$ cat src/rtl/mpwm_pkg.sv
package mpwm_pkg;
  typedef enum logic [1:0] {
    AL_OFF    = 2'b00,
    AL_LEFT   = 2'b01,
    AL_RIGHT  = 2'b10,
    AL_CENTER = 2'b11
  } align_e;

  typedef enum logic [1:0] {
    OM_HALF_M = 2'b00,
    OM_HALF_P = 2'b01,
    OM_FULL   = 2'b10,
    OM_DUAL   = 2'b11
  } omode_e;

  typedef struct packed {
    align_e align;
    omode_e omode;
  } mode_t;
endpackage

$ cat src/rtl/mpwm_cfg_buf.sv
module mpwm_cfg_buf
  import mpwm_pkg::*;
#(
  parameter int DW  = 8,
  parameter int DLW = 2
) (
  input  logic           clk,
  input  logic           rst_n,
  input  logic           wr_en,
  input  logic           load,
  input  mode_t          wr_mode,
  input  logic           wr_sign,
  input  logic [DW-1:0]  wr_duty,
  input  logic [DLW-1:0] wr_dly,
  output mode_t          rd_mode,
  output mode_t          wk_mode,
  output align_e         nx_align,
  output logic           wk_sign,
  output logic [DW-1:0]  wk_duty,
  output logic [DLW-1:0] dly
);
  mode_t          sh_mode;
  logic           sh_sign;
  logic [DW-1:0]  sh_duty;
  mode_t          src_mode;
  logic           src_sign;
  logic [DW-1:0]  src_duty;

  // A write in the load cycle goes straight through to the working copy
  always_comb begin
    src_mode = wr_en ? wr_mode : sh_mode;
    src_sign = wr_en ? wr_sign : sh_sign;
    src_duty = wr_en ? wr_duty : sh_duty;
    nx_align = load ? src_mode.align : wk_mode.align;
  end

  always_ff @(posedge clk or negedge rst_n) begin
    if (!rst_n) begin
      sh_mode <= '0;
      sh_sign <= 1'b0;
      sh_duty <= '0;
      dly     <= '0;
      wk_mode <= '0;
      wk_sign <= 1'b0;
      wk_duty <= '0;
    end else begin
      if (wr_en) begin
        sh_mode <= wr_mode;
        sh_sign <= wr_sign;
        sh_duty <= wr_duty;
        dly     <= wr_dly;
      end
      if (load) begin
        wk_mode <= src_mode;
        wk_sign <= src_sign;
        wk_duty <= src_duty;
      end
    end
  end

  assign rd_mode = sh_mode;
endmodule

$ cat src/rtl/mpwm_cmp.sv
module mpwm_cmp
  import mpwm_pkg::*;
#(
  parameter int CW   = 8,
  parameter int MAXD = 3,
  parameter int DLW  = $clog2(MAXD + 1)
) (
  input  logic           clk,
  input  logic           rst_n,
  input  align_e         align,
  input  logic [CW-1:0]  tc,
  input  logic [CW-1:0]  per,
  input  logic [CW-1:0]  duty,
  input  logic [DLW-1:0] dly,
  output logic           pwm_q
);
  // Pulse level for one counter value; center mode works on doubled counts
  function automatic logic frame_on(align_e a, logic [CW-1:0] t,
                                    logic [CW-1:0] p, logic [CW-1:0] d);
    logic [CW:0] t2, lo, hi;
    t2 = {t, 1'b0};
    lo = {1'b0, p} - {1'b0, d};
    hi = {1'b0, p} + {1'b0, d};
    if (a == AL_OFF || d == '0) return 1'b0;
    if (d >= p)                 return 1'b1;
    case (a)
      AL_LEFT:  return t < d;
      AL_RIGHT: return {1'b0, t} >= lo;
      default:  return (t2 >= lo) && (t2 < hi);
    endcase
  endfunction

  logic            raw_w;
  logic [MAXD-1:0] chain_q;
  logic [MAXD:0]   taps_w;

  assign raw_w  = frame_on(align, tc, per, duty);
  assign taps_w = {chain_q, raw_w};

  always_ff @(posedge clk or negedge rst_n) begin
    if (!rst_n) begin
      chain_q <= '0;
      pwm_q   <= 1'b0;
    end else begin
      chain_q[0] <= raw_w;
      for (int i = 1; i < MAXD; i++) chain_q[i] <= chain_q[i-1];
      pwm_q <= taps_w[dly];
    end
  end
endmodule

$ cat src/rtl/mpwm_pin_map.sv
module mpwm_pin_map
  import mpwm_pkg::*;
(
  input  logic   clk,
  input  logic   rst_n,
  input  logic   pwm,
  input  omode_e omode,
  input  logic   sign,
  input  logic   act_nx,
  input  logic   ovf,
  output logic   pin_p,
  output logic   pin_m,
  output logic   pin_p2,
  output logic   pin_m2,
  output logic   drv_p,
  output logic   drv_m,
  output logic   drv_p2,
  output logic   drv_m2
);
  logic rel_q;

  // Release is taken at overflow and bypasses the delay chain
  always_ff @(posedge clk or negedge rst_n) begin
    if (!rst_n)      rel_q <= 1'b1;
    else if (act_nx) rel_q <= 1'b0;
    else if (ovf)    rel_q <= 1'b1;
  end

  always_comb begin
    {pin_p, pin_m, pin_p2, pin_m2} = '0;
    {drv_p, drv_m, drv_p2, drv_m2} = '0;
    if (!rel_q) begin
      case (omode)
        OM_HALF_M: begin drv_m = 1'b1; pin_m = pwm; end
        OM_HALF_P: begin drv_p = 1'b1; pin_p = pwm; end
        default: begin
          drv_p = 1'b1;
          drv_m = 1'b1;
          pin_p = pwm & ~sign;
          pin_m = pwm & sign;
          if (omode == OM_DUAL) begin
            drv_p2 = 1'b1;
            drv_m2 = 1'b1;
            pin_p2 = pwm & ~sign;
            pin_m2 = pwm & sign;
          end
        end
      endcase
    end
  end
endmodule

$ cat src/rtl/motor_pwm_chan.sv
module motor_pwm_chan
  import mpwm_pkg::*;
#(
  parameter  int CW   = 8,
  parameter  int MAXD = 3,
  localparam int DLW  = $clog2(MAXD + 1)
) (
  input  logic           clk,
  input  logic           rst_n,
  input  logic [CW-1:0]  tc_i,
  input  logic [CW-1:0]  period_i,
  input  logic           peers_off_i,
  input  logic           wr_en_i,
  input  logic [1:0]     wr_align_i,
  input  logic [1:0]     wr_omode_i,
  input  logic [DLW-1:0] wr_delay_i,
  input  logic           wr_sign_i,
  input  logic [CW-1:0]  wr_duty_i,
  output logic [1:0]     rd_align_o,
  output logic [1:0]     rd_omode_o,
  output logic           pin_p_o,
  output logic           pin_m_o,
  output logic           pin_p2_o,
  output logic           pin_m2_o,
  output logic           drv_p_o,
  output logic           drv_m_o,
  output logic           drv_p2_o,
  output logic           drv_m2_o
);
  mode_t          wr_mode_w, rd_mode_w, wk_mode;
  align_e         nx_align_w;
  logic           wk_sign_w;
  logic [CW-1:0]  wk_duty_w;
  logic [DLW-1:0] dly_w;
  logic           pwm_w;

  // Named events for the checker
  logic           ovf_w, imm_w, load_w, act_nx_w;
  logic [1:0]     wk_align_w, wk_omode_w;

  assign wr_mode_w  = '{align: align_e'(wr_align_i), omode: omode_e'(wr_omode_i)};
  assign ovf_w      = (period_i == '0) || (tc_i == period_i - 1'b1);
  assign imm_w      = (period_i == '0) || (peers_off_i && wk_mode.align == AL_OFF);
  assign load_w     = ovf_w || imm_w;
  assign act_nx_w   = (nx_align_w != AL_OFF) && (period_i != '0);
  assign wk_align_w = wk_mode.align;
  assign wk_omode_w = wk_mode.omode;

  mpwm_cfg_buf #(.DW(CW), .DLW(DLW)) cfg_i (
    .clk(clk), .rst_n(rst_n), .wr_en(wr_en_i), .load(load_w),
    .wr_mode(wr_mode_w), .wr_sign(wr_sign_i), .wr_duty(wr_duty_i), .wr_dly(wr_delay_i),
    .rd_mode(rd_mode_w), .wk_mode(wk_mode), .nx_align(nx_align_w),
    .wk_sign(wk_sign_w), .wk_duty(wk_duty_w), .dly(dly_w)
  );

  mpwm_cmp #(.CW(CW), .MAXD(MAXD), .DLW(DLW)) cmp_i (
    .clk(clk), .rst_n(rst_n), .align(wk_mode.align), .tc(tc_i), .per(period_i),
    .duty(wk_duty_w), .dly(dly_w), .pwm_q(pwm_w)
  );

  mpwm_pin_map map_i (
    .clk(clk), .rst_n(rst_n), .pwm(pwm_w), .omode(wk_mode.omode), .sign(wk_sign_w),
    .act_nx(act_nx_w), .ovf(ovf_w),
    .pin_p(pin_p_o), .pin_m(pin_m_o), .pin_p2(pin_p2_o), .pin_m2(pin_m2_o),
    .drv_p(drv_p_o), .drv_m(drv_m_o), .drv_p2(drv_p2_o), .drv_m2(drv_m2_o)
  );

  assign rd_align_o = rd_mode_w.align;
  assign rd_omode_o = rd_mode_w.omode;
endmodule

$ cat config.mk
export PLATFORM = sky130hd
export DESIGN_NAME = motor_pwm_chan
export DESIGN_NICKNAME = d
export VERILOG_FILES = /design/src/rtl/mpwm_pkg.sv /design/src/rtl/mpwm_cfg_buf.sv /design/src/rtl/mpwm_cmp.sv /design/src/rtl/mpwm_pin_map.sv /design/src/rtl/motor_pwm_chan.sv
export SDC_FILE = /design/constraint.sdc
export NUM_CORES = 1
export LEC_CHECK = 0
export ABC_AREA = 0
export ABC_CLOCK_PERIOD_IN_PS = 5300
export CORE_AREA = 3 3 80 82
export CTS_CLUSTER_DIAMETER = 60
export DETAILED_ROUTE_END_ITERATION = 10
export DIE_AREA = 0 0 83 85
export HOLD_SLACK_MARGIN = 0.08
export PLACE_DENSITY_LB_ADDON = 0.25
export SYNTH_ARGS = -nofsm -noshare
export SYNTH_HDL_FRONTEND = slang
export SYNTH_HIERARCHICAL = 1
export SYNTH_SLANG_ARGS = --single-unit
$ cat constraint.sdc
create_clock -name clk -period 5.3 [get_ports clk]
set_clock_uncertainty 0.15 [all_clocks]
set_input_delay 1.59 -clock clk [delete_from_list [all_inputs] [get_ports clk]]
set_output_delay 1.59 -clock clk [all_outputs]
set_load 0.05 [all_outputs]
==> flow_metrics.py <==
metrics = {
    "outcome": {
        "status": "completed",
    },
    "yosys": {
        "ys.warnings.count": 6,
        "ys_ff_latch": 33,
        "postSynthCellCount": 313,
        "netlist_top_cells_area": "dfrtp_1 (26%), ha_1 (19%), mux2_4 (7.7%)",
        "synth-edff-count": 0,
        "post-synth-top-area-fraction_pct": 25.5,
        "synth_largest_area_cell": "dfrtp_1",
        "synth_fp_nets": 397,
        "mappedNetlistArea_um2": 3130,
        "avg_inst_size_synth_um2": 10.0,
        "seq_area_frac_synth_pct": 26.4,
        "count_of_different_cell_masters_after_synthesis": 63,
        "ys.flop_type": "dfrtp_1",
        "async_reset_ff_share_pct": 100,
    },
    "clock_tree": {
        "cts_buffer_depth": 2,
        "cts.sinks": 33,
        "clock_tree_from_tritoncts": "done",
        "cts.clk_slew.worst_paths_ps": 60,
        "clock_latency_reported_for_the_late_side_of_the_worst_skew_pair_ps": 280,
        "cts_stage_hold_buffer_count": 0,
        "number_of_buffers_added_by_the_clock_tree_synthesis_step": 5,
        "cts-htree-levels": 2,
        "cts_root_buf": "clkbuf_8",
    },
    "place": {
        "place_worst_setup_slack_ps": -225,
        "hpwl_um": 6290,
        "dpl_cell_area_um2": 3770,
        "routabilityCongestion": 0.896,
        "io_buffers": 46,
    },
    "cells_and_area": {
        "final_layout_net_count": 464,
        "area_delta_synth_final_pct": 24.2,
        "fillerInstances": 494,
        "antenna_cells": 0,
        "fin_area_um2": 3890,
        "drive_above_1_share_pct": 21.5,
    },
    "global_routing": {
        "grt_pass1_wl_um": 12700,
        "vias_in_the_first_global_route": 2679,
        "grt.overflow.total": 0,
        "grt_util_all_layers_pct": 22.1,
        "pin_count_of_the_biggest_net_entering_global_routing": 34,
        "antenna_found_initial": 0,
    },
    "route": {
        "remaining_drc_errors": 0,
        "route.antenna.remaining_nets": 0,
        "via_density_per_instance": 5.73,
        "dr.first_iter.drc_count": 192,
        "detailed_route_wire_length_um": 7530,
        "drtPass1Iterations": 4,
        "vias": 2613,
        "wl_per_cell_um": 16.5,
    },
    "die": {
        "fp.dieArea_um2": 7060,
        "die_x_um": 83,
        "core_region_area_um2": 5820,
        "floorplan.rows": 28,
        "die_h_um": 85,
        "initial_utilization_pct": 53.9,
        "io-pin-count": 47,
    },
    "setup_path": {
        "timing.rr.end": "cmp_i/pwm_q$_DFF_PN0_",
        "critical-path-top-cell-by-count": "ha_1",
        "end_kind": "flip-flop",
        "path_class": "input pin to flip-flop",
        "crit_chain": "clkdlybuf4s50_1, ha_1, o21a_1, o31a_4, o31a_1, or3_4, a22o_1, ha_1, o21ai_1, a211oi_1, o211ai_1, a211oi_2, nor4_2, a221oi_2, mux4_2",
        "reg2reg_setup_slack_ps": 1230,
        "cp_data_arrival_time_ps": 5100,
        "critical_path.max_fanout": 3,
        "worst-endpoint-required_ps": 5300,
        "timing.reg2reg.worst_path_depth": 15,
        "cpMaxStageDelayCell": "mux4_2",
        "cpPeakStageDelay_ps": 460,
        "critPathLaunchType": "input pin",
        "crit-reg2reg-launch": "cfg_i/wk_duty[1]$_DFFE_PN0P_",
    },
    "sta": {
        "final_hold_viol_count": 0,
        "finalSetupViolCount": 0,
        "max_freq_mhz": 196,
        "finalCriticalPeriod_ps": 5100,
        "postLayoutSetupSlackWorst_ps": 203,
        "final.period_utilization_pct": 96.2,
        "rsz0062_at_grt": "false",
        "fin_worst_hold_slack_ps": 231,
        "max-slew-margin-rel_pct": 65.2,
        "final_count_of_pins_violating_max_slew": 0,
        "tightestPinTransition_ps": 521,
    },
    "power_and_ir_drop": {
        "ir_drop_uv": 326,
        "power_per_cell_area_nw_per_um2": 534,
        "leakage_component_of_the_power_nw": 1.80,
    },
    "min_path": {
        "min-delay-start": "cmp_i/chain_q[1]$_DFF_PN0_",
        "hold-path-cell-count": 0,
        "worst_hold_path.endpoint": "cmp_i/chain_q[2]$_DFF_PN0_",
        "hp-class": "flip-flop to flip-flop",
    },
    "flow_run": {
        "max_cap_violations": 0,
    },
}
kinds of logic after synthesis:
logic type / after synthesis / synth area share, %
simple gates: 78 / 13.0
compound gates: 75 / 17.0
fa+ha+maj: 49 / 20.0
flops: 33 / 26.4
buf+inv: 32 / 5.79
mux: 31 / 13.4
xor+xnor: 15 / 4.43
synth_stat cells, drive strengths merged (3+ instances only):
cell    instances
nand2          13
nand3           5
nand4           3
ha             47
o21bai          6
xor2            4
a31oi           3
dfrtp          32
buf             7
nor4            3
o21ai          13
or3             4
o21a            3
a21o            4
nor2           26
a21oi          22
and3            3
inv            23
xnor2          11
a211oi          6
nor2b           4
nor3            3
mux2           29
nand2b          6
cells in the final DEF (no fill, tap or decap), types with 3 or more instances in the layout:
cell              n
ha_1             45
clkdlybuf4s50_1  45
dfrtp_1          32
nor2_1           25
buf_4            23
inv_1            21
a21oi_1          20
mux2_4           16
nand2_1          13
mux2_2           13
o21ai_0          11
xnor2_1          10
nand2b_1          6
o21bai_1          6
nand3_1           5
a211oi_1          5
clkbuf_8          5
xor2_1            4
o21a_1            3
a31oi_1           3
nor3_1            3
and3_1            3
nor2b_1           3
nand4_1           3
layout make-up:
cell class / count / area (um2) / area share [%]
Tap cell: 75 / 93.8 / 2.41
Clock buffer: 6 / 72.6 / 1.86
Inverter: 23 / 86.3 / 2.22
Sequential cell: 33 / 827 / 21.2
Timing Repair Buffer: 69 / 636 / 16.3
Multi-Input combinational cell: 248 / 2170 / 55.7
Clock inverter: 2 / 10.0 / 0.257
registers in the layout, indices dropped and copies added (netlist names):
register / count
map_i/rel_q: 1
cfg_i/wk_duty: 8
cmp_i/pwm_q: 1
cfg_i/wk_mode: 4
cfg_i/rd_mode: 4
cfg_i/sh_duty: 8
cfg_i/sh_sign: 1
cmp_i/chain_q: 3
cfg_i/dly: 2
cfg_i/wk_sign: 1
critical path: cells and delay by family:
| family | cells | cell delay (ps) |
|---|---|---|
| AO/OA/AOI/OAI | 9 | 1380 |
| AND/OR/NAND/NOR | 2 | 630 |
| adder cells (fa/ha/maj) | 2 | 610 |
| multiplexers | 1 | 460 |
| buffers and inverters | 1 | 420 |
worst max path at each step:
stage,startpoint,endpoint,slack (ps),cells past startpoint
final,period_i[2],cmp_i/pwm_q$_DFF_PN0_,200,15
after global routing,period_i[0],cmp_i/pwm_q$_DFF_PN0_,10,16
after CTS,period_i[1],cmp_i/pwm_q$_DFF_PN0_,60,15
after detailed placement,period_i[1],cmp_i/pwm_q$_DFF_PN0_,-220,15
after global placement,period_i[1],cmp_i/pwm_q$_DFF_PN0_,-160,15
after floorplan,period_i[2],cmp_i/pwm_q$_DFF_PN0_,390,15
report_power, final:
part           internal [mW]  leakage (nW)  switching, mW
Clock                 0.0908        0.0450         0.0847
Sequential             0.331         0.387         0.0922
Combinational          0.713          1.37          0.768
Total                   1.14          1.80          0.945
routing by layer:
layer	up-vias	share of wire [%]	track usage, %
li1	1264	-	-
met5	-	0	0
met3	19	3.6	2.52
met1	1256	45	29.0
met2	74	49	37.8
met4	0	2.6	8.32
what timing repair did:
item                       CTS  global route
setup endpoints to repair    0             1
resized for setup            0            10
buffers inserted             0             0
metrics by stage:
stage / setup TNS [ps] / util (%) / instances / power, mW
after floorplan: 0 / - / 313 / 1.46
after global placement: -157 / 64.8 / 448 / 1.81
after detailed placement: -225 / 64.8 / 448 / 1.87
after CTS: 0 / 66.2 / 456 / 2.05
after global routing: 0 / 66.9 / 456 / 2.28
final: 0 / 66.9 / 456 / 2.08
(Power assumes the default switching activity.)
